File: src/rtl/pfm_pkg.sv
package pfm_pkg;
  typedef enum logic [1:0] {
    PH_GAP = 2'd0,
    PH_A   = 2'd1,
    PH_B   = 2'd2
  } phase_e;
endpackage

File: src/rtl/pfm_mode_sync.sv
module pfm_mode_sync #(
  parameter int unsigned STAGES = 2
) (
  input  logic clk_i,
  input  logic rst_ni,
  input  logic d_i,
  output logic q_o
);
  logic [STAGES-1:0] sh_q;

  generate
    if (STAGES == 1) begin : g_one
      always_ff @(posedge clk_i or negedge rst_ni)
        if (!rst_ni) sh_q <= '0;
        else         sh_q <= d_i;
    end else begin : g_chain
      always_ff @(posedge clk_i or negedge rst_ni)
        if (!rst_ni) sh_q <= '0;
        else         sh_q <= {sh_q[STAGES-2:0], d_i};
    end
  endgenerate

  assign q_o = sh_q[STAGES-1];
endmodule

File: src/rtl/pfm_toggle.sv
module pfm_toggle #(
  parameter int unsigned CNT_W = 16
) (
  input  logic             clk_i,
  input  logic             rst_ni,
  input  logic             tick_i,
  input  logic             cmp_i,
  input  logic             bypass_s_i,
  output logic             sw_o,
  output logic [CNT_W-1:0] cnt_o
);
  logic             fire;
  logic             sw_q;
  logic [CNT_W-1:0] cnt_q;

  // oscillator edge gated by droop decision unless bypassed
  assign fire = tick_i & (bypass_s_i | cmp_i);

  always_ff @(posedge clk_i or negedge rst_ni)
    if (!rst_ni) begin
      sw_q  <= 1'b0;
      cnt_q <= '0;
    end else if (fire) begin
      sw_q  <= ~sw_q;
      cnt_q <= cnt_q + 1'b1;
    end

  assign sw_o  = sw_q;
  assign cnt_o = cnt_q;
endmodule

File: src/rtl/pfm_nonoverlap.sv
module pfm_nonoverlap
  import pfm_pkg::*;
#(
  parameter int unsigned DEAD_W = 2
) (
  input  logic              clk_i,
  input  logic              rst_ni,
  input  logic              sw_i,
  input  logic [DEAD_W-1:0] dead_i,
  output logic              phi_a_o,
  output logic              phi_b_o
);
  localparam logic [DEAD_W-1:0] ONE = DEAD_W'(1);

  phase_e            st_q;
  logic [DEAD_W-1:0] gap_q;
  logic [DEAD_W-1:0] dead_eff;
  logic [DEAD_W-1:0] last;

  assign dead_eff = (dead_i == '0) ? ONE : dead_i;
  assign last     = dead_eff - ONE;

  always_ff @(posedge clk_i or negedge rst_ni)
    if (!rst_ni) begin
      st_q  <= PH_GAP;
      gap_q <= '0;
    end else begin
      unique case (st_q)
        PH_A: if (!sw_i) begin
          st_q  <= PH_GAP;
          gap_q <= '0;
        end
        PH_B: if (sw_i) begin
          st_q  <= PH_GAP;
          gap_q <= '0;
        end
        default: if (gap_q >= last) begin
          st_q  <= sw_i ? PH_A : PH_B;
          gap_q <= '0;
        end else begin
          gap_q <= gap_q + ONE;
        end
      endcase
    end

  assign phi_a_o = (st_q == PH_A);
  assign phi_b_o = (st_q == PH_B);
endmodule

File: src/rtl/pfm_clkgen.sv
module pfm_clkgen #(
  parameter int unsigned CNT_W       = 16,
  parameter int unsigned DEAD_W      = 2,
  parameter int unsigned SYNC_STAGES = 2
) (
  input  logic              clk_i,
  input  logic              rst_ni,
  input  logic              osc_tick_i,
  input  logic              cmp_i,
  input  logic              bypass_i,
  input  logic [DEAD_W-1:0] dead_i,
  output logic              sw_clk_o,
  output logic              phi_a_o,
  output logic              phi_b_o,
  output logic [CNT_W-1:0]  toggle_cnt_o
);
  logic mode_s;
  logic sw;

  pfm_mode_sync #(.STAGES(SYNC_STAGES)) i_sync (
    .clk_i (clk_i),
    .rst_ni(rst_ni),
    .d_i   (bypass_i),
    .q_o   (mode_s)
  );

  pfm_toggle #(.CNT_W(CNT_W)) i_tog (
    .clk_i     (clk_i),
    .rst_ni    (rst_ni),
    .tick_i    (osc_tick_i),
    .cmp_i     (cmp_i),
    .bypass_s_i(mode_s),
    .sw_o      (sw),
    .cnt_o     (toggle_cnt_o)
  );

  pfm_nonoverlap #(.DEAD_W(DEAD_W)) i_nov (
    .clk_i  (clk_i),
    .rst_ni (rst_ni),
    .sw_i   (sw),
    .dead_i (dead_i),
    .phi_a_o(phi_a_o),
    .phi_b_o(phi_b_o)
  );

  assign sw_clk_o = sw;
endmodule

File: config.mk
export PLATFORM = sky130hd
export DESIGN_NAME = pfm_clkgen
export DESIGN_NICKNAME = d
export VERILOG_FILES = /design/src/rtl/pfm_pkg.sv /design/src/rtl/pfm_mode_sync.sv /design/src/rtl/pfm_toggle.sv /design/src/rtl/pfm_nonoverlap.sv /design/src/rtl/pfm_clkgen.sv
export SDC_FILE = /design/constraint.sdc
export NUM_CORES = 1
export LEC_CHECK = 0
export BUFFER_PORTS_ARGS = -buffer_cell sky130_fd_sc_hd__buf_4
export CAP_MARGIN = 20
export CELL_PAD_IN_SITES_DETAIL_PLACEMENT = 0
export CELL_PAD_IN_SITES_GLOBAL_PLACEMENT = 1
export CORE_AREA = 2 2 69 45
export CTS_CLUSTER_SIZE = 40
export DETAILED_ROUTE_END_ITERATION = 16
export DIE_AREA = 0 0 71 47
export GPL_TIMING_DRIVEN = 0
export HOLD_SLACK_MARGIN = 0.12
export PLACE_DENSITY_LB_ADDON = 0.1
export SKIP_CTS_REPAIR_TIMING = 1
export SYNTH_ARGS = -nofsm -noshare
export SYNTH_HDL_FRONTEND = slang
export SYNTH_SLANG_ARGS = --single-unit
File: constraint.sdc
create_clock -name clk_i -period 2.2 [get_ports clk_i]
set_input_delay 0.11 -clock clk_i [delete_from_list [all_inputs] [get_ports clk_i]]
set_output_delay 0.11 -clock clk_i [all_outputs]
set_load 0.01 [all_outputs]
Word-level counts from Yosys, hierarchy flattened:

Index checks and enable logic that the tools add are counted.

* register bits: 23

* add/subtract/negate cells: 3
* magnitude comparators: 1
* equality and inequality tests: 4
* mux-type cells: 8
* bitwise operators: 3
* reduce and logical (&&, ||, !) cells: 4

Operators by type and width (count)
* 16-bit by 1-bit adder with 16-bit output (second input constant): 1
* 2-bit two-way mux: 6
* 2-bit one-hot mux with 2 select lines: 2
* 3-bit AND reduction: 1
* 3-bit nonzero test: 1
* 2-bit by 1-bit adder with 2-bit output (second input constant): 1
* 2-bit by 1-bit == test with 1-bit output (second input constant): 1
* 2-bit == test (second input constant): 1
* 2-bit greater-or-equal comparator: 1
* 2-bit logical NOT: 1
* 2-bit by 1-bit != test with 1-bit output (second input constant): 1
* 2-bit != test (second input constant): 1
* 2-bit AND reduction: 1
* 2-bit by 1-bit subtractor with 2-bit output (second input constant): 1
* 1-bit bitwise AND: 1
* 1-bit NOT: 1
* 1-bit bitwise OR: 1

Longest topological paths before layout:

Gate-level depths: netlist (run 1).

* depth after elaboration: 6
* gate-level depth with buffers: 6

By module:

Synthesis (run 1) repeated with hierarchy kept, for this count alone.

* cells, all modules: 99
* area, all modules: 1111.1 sq um

By module, submodules not included
* pfm_toggle: instances 1, cells an instance 63, area an instance 757.0 sq um, seq. area each 425.4 sq um
* pfm_nonoverlap: instances 1, cells an instance 34, area an instance 304.0 sq um, seq. area each 100.1 sq um
* pfm_mode_sync: instances 1, cells an instance 2, area an instance 50.0 sq um, seq. area each 50.0 sq um

Worst setup path after synthesis (run 1):

Ideal clock, no wire load.

* kind: register to register
* start point: reg i_nov.st_q[0]
* end point: reg i_nov.st_q[0]
* setup time: 0.122 ns
* arrival time: 1.282 ns
* data required time: 2.078 ns
* setup slack: 0.797 ns
* stages on the path, launching flop included: 7
* cells stage by stage: dfrtp_1 -> inv_1 -> ha_1 -> nand2b_1 -> o21ai_0 -> mux2i_1 -> a32o_1

* word-level cells in the longest chain between the ends: 3
* elaborated cells between the ends (all ways): 7

Ends and longest elaborated chain
* start, declared: RTL line pfm_nonoverlap.sv:15 `phase_e st_q;`
* start signal, assigned: RTL line pfm_nonoverlap.sv:38 `st_q <= sw_i ? PH_A : PH_B;`
* 2-bit == test *
* net phi_b_o: RTL line pfm_clkgen.sv:14 `output logic phi_b_o,`
* 2-bit by 1-bit != test with 1-bit output (no line) or 3-bit nonzero test (tied branches)
* 3-bit AND reduction (no line)

Mark *: on every way through the listed nets, which the timed path passes. The rest lies on a longest branch.
A chain may end at the register's enable or synchronous reset.

Worst setup path in the final report (run 1):

* start point: reg i_nov.st_q[0]
* end point: reg i_nov.st_q[0]

* word-level cells in the longest chain between the ends: 3
* elaborated cells between the ends (all ways): 7

Ends and longest elaborated chain
* 2-bit == test or 2-bit by 1-bit == test with 1-bit output (tied branches): RTL line pfm_nonoverlap.sv:28 `unique case (st_q)`
* 2-bit by 1-bit != test with 1-bit output (no line), or another cell as far along
* 3-bit AND reduction (no line)

Parallel ways exist; a longest one is shown, timed or not.

==> flow_metrics.tcl, run 1 <==
set metrics [dict create \
    status "finished clean" \
    start_util_pct 40.87 \
    cp_max_fo 5 \
    clock-root-buffer "clkbuf_8" \
    drc_errors 0 \
    cts_buffers 3 \
    fin_util_pct 51.77 \
    fin_ws_ns 0.6592 \
    drtIter0Drc 19 \
    grt_usage_pct 14.05 \
    syn-instance-count 98 \
    reg2reg_slack_ns 0.66 \
    first_global_vias 712 \
    synth.top_cells.by_count "dfrtp_1 (23), nand2_1 (12), xnor2_1 (11)" \
    clock_sinks 23 \
    finalHoldViolations 0 \
    nets 142 \
    drive_above_1_share_pct 28.68 \
    fin_skew_ns 0.006774 \
    place_ws_ns 0.6841 \
    criticalPathCategory "register to register" \
    synth_cell_types 28 \
    placementRows 15 \
    grt_antenna_before_repair 0 \
    startpoint "i_nov.st_q[0]$_DFFE_PN0P_" \
    synth_seq_area_share_pct 51.74 \
    grt_max_degree 24 \
    die_w_um 71 \
    tightest_slew_ns 0.2893 \
    rsz0062_at_grt "no" \
    netlist_area_um2 1112 \
    place.gp.congestion 0.7687 \
    portBuffers 25 \
    rr_worst_depth 6 \
    first_pass_iters 2 \
    ys.flop_type "dfrtp_1" \
    worstPathArrival_ns 1.70 \
    yosysTopAreaCell "dfrtp_1" \
    antenna_cells 0 \
    via_per_inst 4.840 \
    cp-endpoint "i_nov.st_q[0]$_DFFE_PN0P_" \
    syn_to_final_growth_pct 26.66 \
    ant_nets 0 \
    fin_crit_sh_pct 70.03 \
    hpwl_um 1626 \
    synth_edf_count 0 \
    wire_per_inst_um 12.82 \
    powerDensity_nw_per_um2 1017 \
    worst_setup_path_end_kind "register" \
    core_area_um2 2721 \
    setup_tns_ns 0 \
    yosys_warnings 0 \
    synthDominantCellAreaShare_pct 51.74 \
    hold_class "primary input to register" \
    fin_crit_ns 1.541 \
    rr_endpoint "i_nov.st_q[0]$_DFFE_PN0P_" \
    ios 26 \
    critical_path.startpoint_type "register" \
    ys_top_cells_by_area "dfrtp_1 (52%), xnor2_1 (8.7%), ha_1 (5.6%), nand2_1 (4.0%), xor2_1 (3.9%)" \
    syn_nets 110 \
    routed_wl_um 2089 \
    fin_area_um2 1409 \
    clkTransAtPathRegs_ns 0.08 \
    grt_pass1_wl_um 3491 \
    die_y_um 47 \
    num_vias 789 \
    clk_path_buf_depth 2 \
    ir_drop_v 0.0005335 \
    gr-total-overflow 0 \
    synth_most_common_cell "dfrtp_1" \
    synth_seq_cells 23 \
    slew_viol_final 0 \
    r2r_start "i_nov.st_q[0]$_DFFE_PN0P_" \
    async_reset_ff_share_pct 100.0 \
    fmax_ghz 0.6490 \
    setup_violations 0 \
    leakage_nw 0.6895 \
    dpl_cell_area_um2 1343 \
    htreeDepth 1 \
    die_area_um2 3337 \
    cp.required_ns 2.36 \
    insertion_delay_ns 0.27 \
    finalPower_mw 1.433 \
    tritoncts "done" \
    syn_avg_cell_area_um2 11.35 \
    slew_headroom_pct 80.65 \
    cap_violations 0 \
]
-- cell type report --
| cell class | count | area [um^2] |
|---|---|---|
| fill | 226 | 1313 |
| inverter | 4 | 15.01 |
| multi-input combinational | 71 | 521.8 |
| clock buffer | 3 | 41.29 |
| sequential | 23 | 575.6 |
| tap | 34 | 42.54 |
| timing repair buffer | 27 | 207.7 |
| clock inverter | 1 | 5.005 |
-- per-stage QoR --
stage | cells | hold slack (ns)
2_1_floorplan | 98 | -0.1856
3_3_place_gp | 157 | 0.01570
3_5_place_dp | 157 | 0.02141
4_1_cts | 161 | -0.2745
5_1_grt | 163 | 0.2248
6_report | 163 | 0.2132
-- cell usage in the layout, fill, tap and decap left out --
cell	count
clkinv_2	1
nor2b_1	2
and3_1	1
ha_1	5
mux2i_1	1
dlygate4sd3_1	2
xor2_1	5
and4_1	2
nand2b_1	3
nand3_1	5
nor3_1	1
and3_2	1
o21ai_2	1
buf_4	25
xnor2_1	11
nand2_1	12
a32o_1	2
nor2_1	3
nand4_2	1
o21a_1	1
o21ai_0	3
nand4_1	2
dfrtp_1	23
o2111ai_2	1
nand3_2	1
a21oi_1	2
clkbuf_8	3
o21bai_1	2
nor2_2	1
nor3_4	1
inv_1	4
mux2_2	1
-- registers in the layout (all words and copies together) (netlist names) --
name	count
i_nov.gap_q	2
i_nov.st_q	2
i_sync.sh_q	2
i_tog.cnt_o	16
i_tog.sw_o	1
-- logic make-up (layout without fill, tap and decap cells) --
kind of cell / after synthesis / count (layout) / synth area share (%)
simple gates: 36 / 36 / 18.56
flops: 23 / 23 / 51.74
xor+xnor: 16 / 16 / 12.60
compound gates: 12 / 12 / 8.211
fa+ha+maj: 5 / 5 / 5.624
buf+inv: 4 / 35 / 1.349
mux: 2 / 2 / 1.912
-- critical path, cell delays in order (launching register included) --
cell and delay (ns):
dfrtp_1 0.38, inv_1 0.05, ha_1 0.24, nand2b_1 0.16
o21ai_0 0.23, mux2i_1 0.15, a32o_1 0.22
-- worst min-delay path by stage --
stage,start,endpoint,slack (ns),cells past startpoint
after floorplan,rst_ni,i_nov.gap_q[0]$_DFFE_PN0P_,-0.19,0
after global placement,rst_ni,i_nov.st_q[1]$_DFFE_PN0P_,0.02,1
after detailed placement,rst_ni,i_tog.cnt_o[6]$_DFFE_PN0P_,0.02,1
after CTS,rst_ni,i_tog.cnt_o[6]$_DFFE_PN0P_,-0.27,1
after global routing,osc_tick_i,i_tog.cnt_o[0]$_DFFE_PN0P_,0.22,3
final,osc_tick_i,i_tog.cnt_o[1]$_DFFE_PN0P_,0.21,4
-- metal layers --
| metal | vias up | routed length [um] | global-route usage, % |
|---|---|---|---|
| li1 | 403 | - | - |
| met1 | 371 | 1210 | 21.62 |
| met2 | 13 | 782 | 19.07 |
| met3 | 2 | 89 | 4.506 |
| met4 | 0 | 8 | 3.396 |
| met5 | - | 0 | 0 |
-- power breakdown --
part           switching (mW)  total (mW)  internal [mW]  leakage, nW
clock network           0.136       0.263          0.126       0.0255
logic                   0.264       0.538          0.274        0.364
registers               0.119       0.632          0.513        0.300
total                   0.519        1.43          0.914        0.690
No activity file was read; power rests on OpenSTA's default activity.
==> run 2, diff against run 1 <==
Settings changed: CORE_AREA 2 2 69 45 to 2 2 72 46, DIE_AREA 0 0 71 47 to 0 0 74 48.
Clock period 2.2 ns to 1.5 ns, I/O delays scaled along.
==> flow_metrics.tcl, run 2 (synthesis results as in run 1) <==
set metrics [dict create \
    clkPwrFrac_pct 16.9 \
    setup_tns_ns 0 \
    first_pass_iters 3 \
    die_y_um 48 \
    leakage_nw 0.6992 \
    cap_violations 0 \
    first_global_vias 672 \
    cp.required_ns 1.69 \
    via_per_inst 4.692 \
    num_vias 807 \
    drive_above_1_share_pct 36.92 \
    status "finished clean" \
    wire_per_inst_um 13.09 \
    finalPower_mw 2.217 \
    worst_setup_path_end_kind "register" \
    clock-root-buffer "clkbuf_8" \
    htreeDepth 1 \
    power.switching_mw 0.7988 \
    gr-total-overflow 0 \
    syn_to_final_growth_pct 33.52 \
    slew_headroom_pct 80.94 \
    start_util_pct 39.25 \
    drtIter0Drc 13 \
    insertion_delay_ns 0.26 \
    tritoncts "done" \
    fin_crit_sh_pct 93.94 \
    grt_antenna_before_repair 0 \
    finalHoldViolations 0 \
    placementRows 15 \
    switching_share_pct 36.02 \
    comb_power_share_pct 41.0 \
    worstPathArrival_ns 1.60 \
    die_area_um2 3552 \
    grt_pass1_wl_um 3332 \
    fmax_ghz 0.7097 \
    portBuffers 25 \
    clkTransAtPathRegs_ns 0.08 \
    tightest_slew_ns 0.2851 \
    final_cell_mix "buf_4 (26), dfrtp_1 (22), nand2_1 (12)" \
    power_frac_seq_pct 42.1 \
    slew_viol_final 0 \
    ant_nets 0 \
    core_area_um2 2834 \
    clk_path_buf_depth 2 \
    antenna_cells 0 \
    ir_drop_v 0.0006384 \
    ios 26 \
    die_w_um 74 \
    place_ws_ns -0.02111 \
    setup_violations 0 \
    mostFrequentLayoutCell "buf_4" \
    clock_sinks 23 \
    grt_usage_pct 13.34 \
    place.gp.congestion 0.7187 \
    hpwl_um 1659 \
    grt_max_degree 24 \
    powerDensity_nw_per_um2 1493 \
    criticalPathCategory "register to register" \
    fin_skew_ns 0.001848 \
    fin_area_um2 1485 \
    drc_errors 0 \
    routed_wl_um 2251 \
    cp_max_fo 4 \
    fin_crit_ns 1.409 \
    fin_ws_ns 0.09095 \
    largest_reg_flops 16 \
    p_int_mw 1.419 \
    dpl_cell_area_um2 1353 \
    nets 143 \
    hold_class "primary input to register" \
    rsz0062_at_grt "yes" \
    critical_path.startpoint_type "register" \
    cts_buffers 3 \
]
[run 2: cell type report]
type                            instances  area [um^2]
Clock buffer                            3        41.29
Clock inverter                          1        5.005
Fill cell                             266         1349
Inverter                                4        15.01
Multi-Input combinational cell         71        579.3
Sequential cell                        23        576.8
Tap cell                               42        52.55
Timing Repair Buffer                   28        215.2
[run 2: per-stage QoR]
| step | utilization [%] | hold WS (ns) | cells |
|---|---|---|---|
| finish | 52.41 | 0.1783 | 172 |
| global route | 52.41 | 0.1802 | 172 |
| CTS | 49.36 | -0.3028 | 169 |
| detailed placement | 47.73 | -0.01474 | 165 |
| global placement | 47.73 | -0.01779 | 165 |
| floorplan | - | -0.2206 | 98 |
[run 2: worst max-delay path, stage by stage (launching register included)]
cell	delay, ns
dfrtp_1	0.41
ha_1	0.22
o2111ai_2	0.17
nor2_4	0.18
and4_1	0.22
xor2_1	0.14
[run 2: worst paths after layout]
check / startpoint / depth (start not counted) / endpoint / slack, ns
max: i_tog.cnt_o[1]$_DFFE_PN0P_ / 5 / i_tog.cnt_o[10]$_DFFE_PN0P_ / 0.09
min: osc_tick_i / 3 / i_tog.cnt_o[0]$_DFFE_PN0P_ / 0.18
max reg2reg: i_tog.cnt_o[1]$_DFFE_PN0P_ / 5 / i_tog.cnt_o[10]$_DFFE_PN0P_ / 0.09
min reg2reg: i_sync.sh_q[0]$_DFF_PN0_ / 0 / i_sync.sh_q[1]$_DFF_PN0_ / 0.35
max in group asynchronous: rst_ni / 2 / i_tog.cnt_o[0]$_DFFE_PN0P_ / 1.02
min in group asynchronous: rst_ni / 2 / i_nov.st_q[1]$_DFFE_PN0P_ / 0.24
[run 2: metal layers]
metal | global-route usage (%) | share of wire [%] | up-vias
li1 | - | - | 404
met1 | 20.65 | 53 | 385
met2 | 16.79 | 42 | 16
met3 | 5.263 | 5.0 | 2
met4 | 3.273 | 0.36 | 0
met5 | 0 | 0 | -
[run 2: power by group through the flow]
stage               Sequential, mW  Clock [mW]  Combinational, mW
floorplan                    0.947           0              0.454
global placement             0.934           0              0.775
detailed placement           0.940           0              0.785
CTS                          0.927       0.391              0.792
global route                 0.961       0.414               1.01
finish                       0.934       0.375              0.909
==> run 3, diff against run 2 <==
Settings changed: ABC_AREA from default to 1, CORE_AREA 2 2 72 46 to 2 2 76 49, DIE_AREA 0 0 74 48 to 0 0 78 51.
==> flow_metrics.tcl, run 3 <==
set metrics [dict create \
    met3_wirelength_um 149 \
    cp.required_ns 1.71 \
    comb_power_share_pct 41.6 \
    synth.top_cells.by_count "nand2_1 (44), dfrtp_1 (23), inv_1 (21), nor2_1 (16), nand3_1 (9)" \
    synth_cell_types 20 \
    slew_headroom_pct 76.92 \
    core_area_um2 3403 \
    ys_top_cells_by_area "dfrtp_1 (47%), nand2_1 (13%), inv_1 (6.4%), ha_1 (5.1%), nor2_1 (4.9%)" \
    place_ws_ns 0.07242 \
    clk_path_buf_depth 2 \
    cap_violations 0 \
    min_to "i_tog.cnt_o[1]$_DFFE_PN0P_" \
    synth_xor_area_share_pct 5.674 \
    synthAdderAreaFrac_pct 5.066 \
    grt_antenna_before_repair 0 \
    r2r_start "i_nov.gap_q[0]$_DFFE_PN0P_" \
    largest_reg_flops 16 \
    syn-instance-count 151 \
    criticalPathCategory "register to register" \
    fin_skew_ns 0.001463 \
    syn_nets 163 \
    synth_seq_cells 23 \
    startpoint "i_nov.gap_q[0]$_DFFE_PN0P_" \
    wire_per_inst_um 11.13 \
    fin_ws_ns 0.1451 \
    nets 195 \
    num_vias 1025 \
    wl_met1_um 1477 \
    insertion_delay_ns 0.26 \
    synthDominantCellAreaShare_pct 46.61 \
    finalPower_mw 2.337 \
    route.met2.wl_um 912 \
    synth_most_common_cell "nand2_1" \
    fin_util_pct 45.88 \
    htreeDepth 1 \
    powerDensity_nw_per_um2 1497 \
    slew_viol_final 0 \
    mostFrequentLayoutCell "nand2_1" \
    fin_crit_ns 1.355 \
    via_per_inst 4.476 \
    p_int_mw 1.407 \
    leakage_nw 0.7831 \
    synth_mux_area_share_pct 0 \
    die_area_um2 3978 \
    finalHoldViolations 0 \
    rr_endpoint "i_nov.st_q[0]$_DFFE_PN0P_" \
    drc_errors 0 \
    synth_compound_area_share_pct 3.445 \
    antenna_cells 0 \
    gr-total-overflow 0 \
    syn_to_final_growth_pct 26.44 \
    dpl_cell_area_um2 1481 \
    fmax_ghz 0.7381 \
    clock_sinks 23 \
    grt_pass1_wl_um 4429 \
    die_y_um 51 \
    final_cell_mix "nand2_1 (43), buf_4 (25), dfrtp_1 (23)" \
    routed_wl_um 2548 \
    top_layer_used "met4" \
    syn_avg_cell_area_um2 8.178 \
    clkPwrFrac_pct 16.9 \
    fin_area_um2 1562 \
    start_util_pct 36.29 \
    tightest_slew_ns 0.3462 \
    setup_violations 0 \
    clock-root-buffer "clkbuf_8" \
    place.gp.congestion 0.7717 \
    hold_class "primary input to register" \
    min_from "osc_tick_i" \
    synth_seq_area_share_pct 46.61 \
    n_fill_cell 342 \
    synth_top_family_by_area "simple AND/OR/NAND/NOR gates" \
    cp_max_fo 3 \
    netlist_area_um2 1235 \
    rsz0062_at_grt "yes" \
    async_reset_ff_share_pct 100.0 \
    grt_max_degree 24 \
    ys.flop_type "dfrtp_1" \
    placementRows 17 \
    yosys_warnings 0 \
    reg2reg_slack_ns 0.15 \
    die_w_um 78 \
    fin_crit_sh_pct 90.33 \
    critical_path.startpoint_type "register" \
    hold_slack_ns 0.1677 \
    worstHoldPathCells 5 \
    first_pass_iters 4 \
    synth-simple-area-share_pct 32.22 \
    portBuffers 25 \
    power.switching_mw 0.9301 \
    rr_worst_depth 9 \
    first_global_vias 961 \
    switching_share_pct 39.79 \
    ant_nets 0 \
    worst_setup_path_end_kind "register" \
    tritoncts "done" \
    hpwl_um 1936 \
    drtIter0Drc 55 \
    worstPathArrival_ns 1.56 \
    drive_above_1_share_pct 24.73 \
    grt_usage_pct 14.43 \
    ir_drop_v 0.0007377 \
    status "finished clean" \
    yosysTopAreaCell "dfrtp_1" \
    ios 26 \
    clkTransAtPathRegs_ns 0.09 \
    cts_buffers 3 \
    synth_edf_count 0 \
    power_frac_seq_pct 41.5 \
]
-- run 3: cell types whose count changed after synthesis, moves of 3 or more --
cell	previous run	this run
inv_1	4	21
nor2_1	3	16
nand2_1	12	44
xnor2_1	11	3
nand3_1	5	9
nand2b_1	3	0
nor2_4	0	4
-- run 3: cell families after synthesis --
kind of cell / count (synthesis)
AND/OR/NAND/NOR: 85
adder cells (fa/ha/maj): 5
flip-flops: 23
buffers and inverters: 23
XOR/XNOR: 8
AO/OA/AOI/OAI: 7
-- run 3: critical path: stages, from the launching register on --
cell     delay [ns]
dfrtp_1        0.37
inv_2          0.05
ha_1           0.28
inv_1          0.05
nand2_1        0.05
a21oi_2        0.20
nand2_2        0.09
nand2_1        0.09
nand2_1        0.06
nand2_1        0.06
-- run 3: metal layers --
metal	global-route usage, %	vias up
met5	0	-
met4	2.632	0
met3	4.417	2
met2	19.11	33
met1	22.74	462
li1	-	528
-- run 3: worst max path at each step --
| stage | end | slack [ns] | depth (start not counted) |
|---|---|---|---|
| after global placement | i_nov.st_q[0]$_DFFE_PN0P_ | 0.09 | 9 |
| after CTS | i_nov.st_q[0]$_DFFE_PN0P_ | 0.05 | 9 |
| final | i_nov.st_q[0]$_DFFE_PN0P_ | 0.15 | 9 |
| after global routing | i_nov.st_q[0]$_DFFE_PN0P_ | -0.004 | 9 |
| after detailed placement | i_nov.st_q[0]$_DFFE_PN0P_ | 0.07 | 9 |
| after floorplan | i_nov.st_q[0]$_DFFE_PN0P_ | 0.25 | 8 |
-- run 3: power by group through the flow --
stage	logic, mW	registers, mW	clock network [mW]
floorplan	0.554	0.994	0
global placement	0.930	0.965	0
detailed placement	0.945	0.972	0
CTS	0.951	0.963	0.417
global route	1.10	1.00	0.443
finish	0.972	0.970	0.395
-- run 3: area by class of cell --
type                       instances  area, um^2  area share [%]
clock buffer                       3       41.29           2.644
clock inverter                     1       7.507          0.4808
inverter                          23       86.33           5.529
multi-input combinational        105       584.3           37.42
sequential                        23       575.6           36.86
tap                               47       58.81           3.766
timing repair buffer              27       207.7           13.30
-- run 3: stage by stage --
stage               setup TNS, ns  instances
floorplan                       0        151
global placement                0        223
detailed placement              0        223
CTS                             0        227
global route            -0.003580        229
finish                          0        229
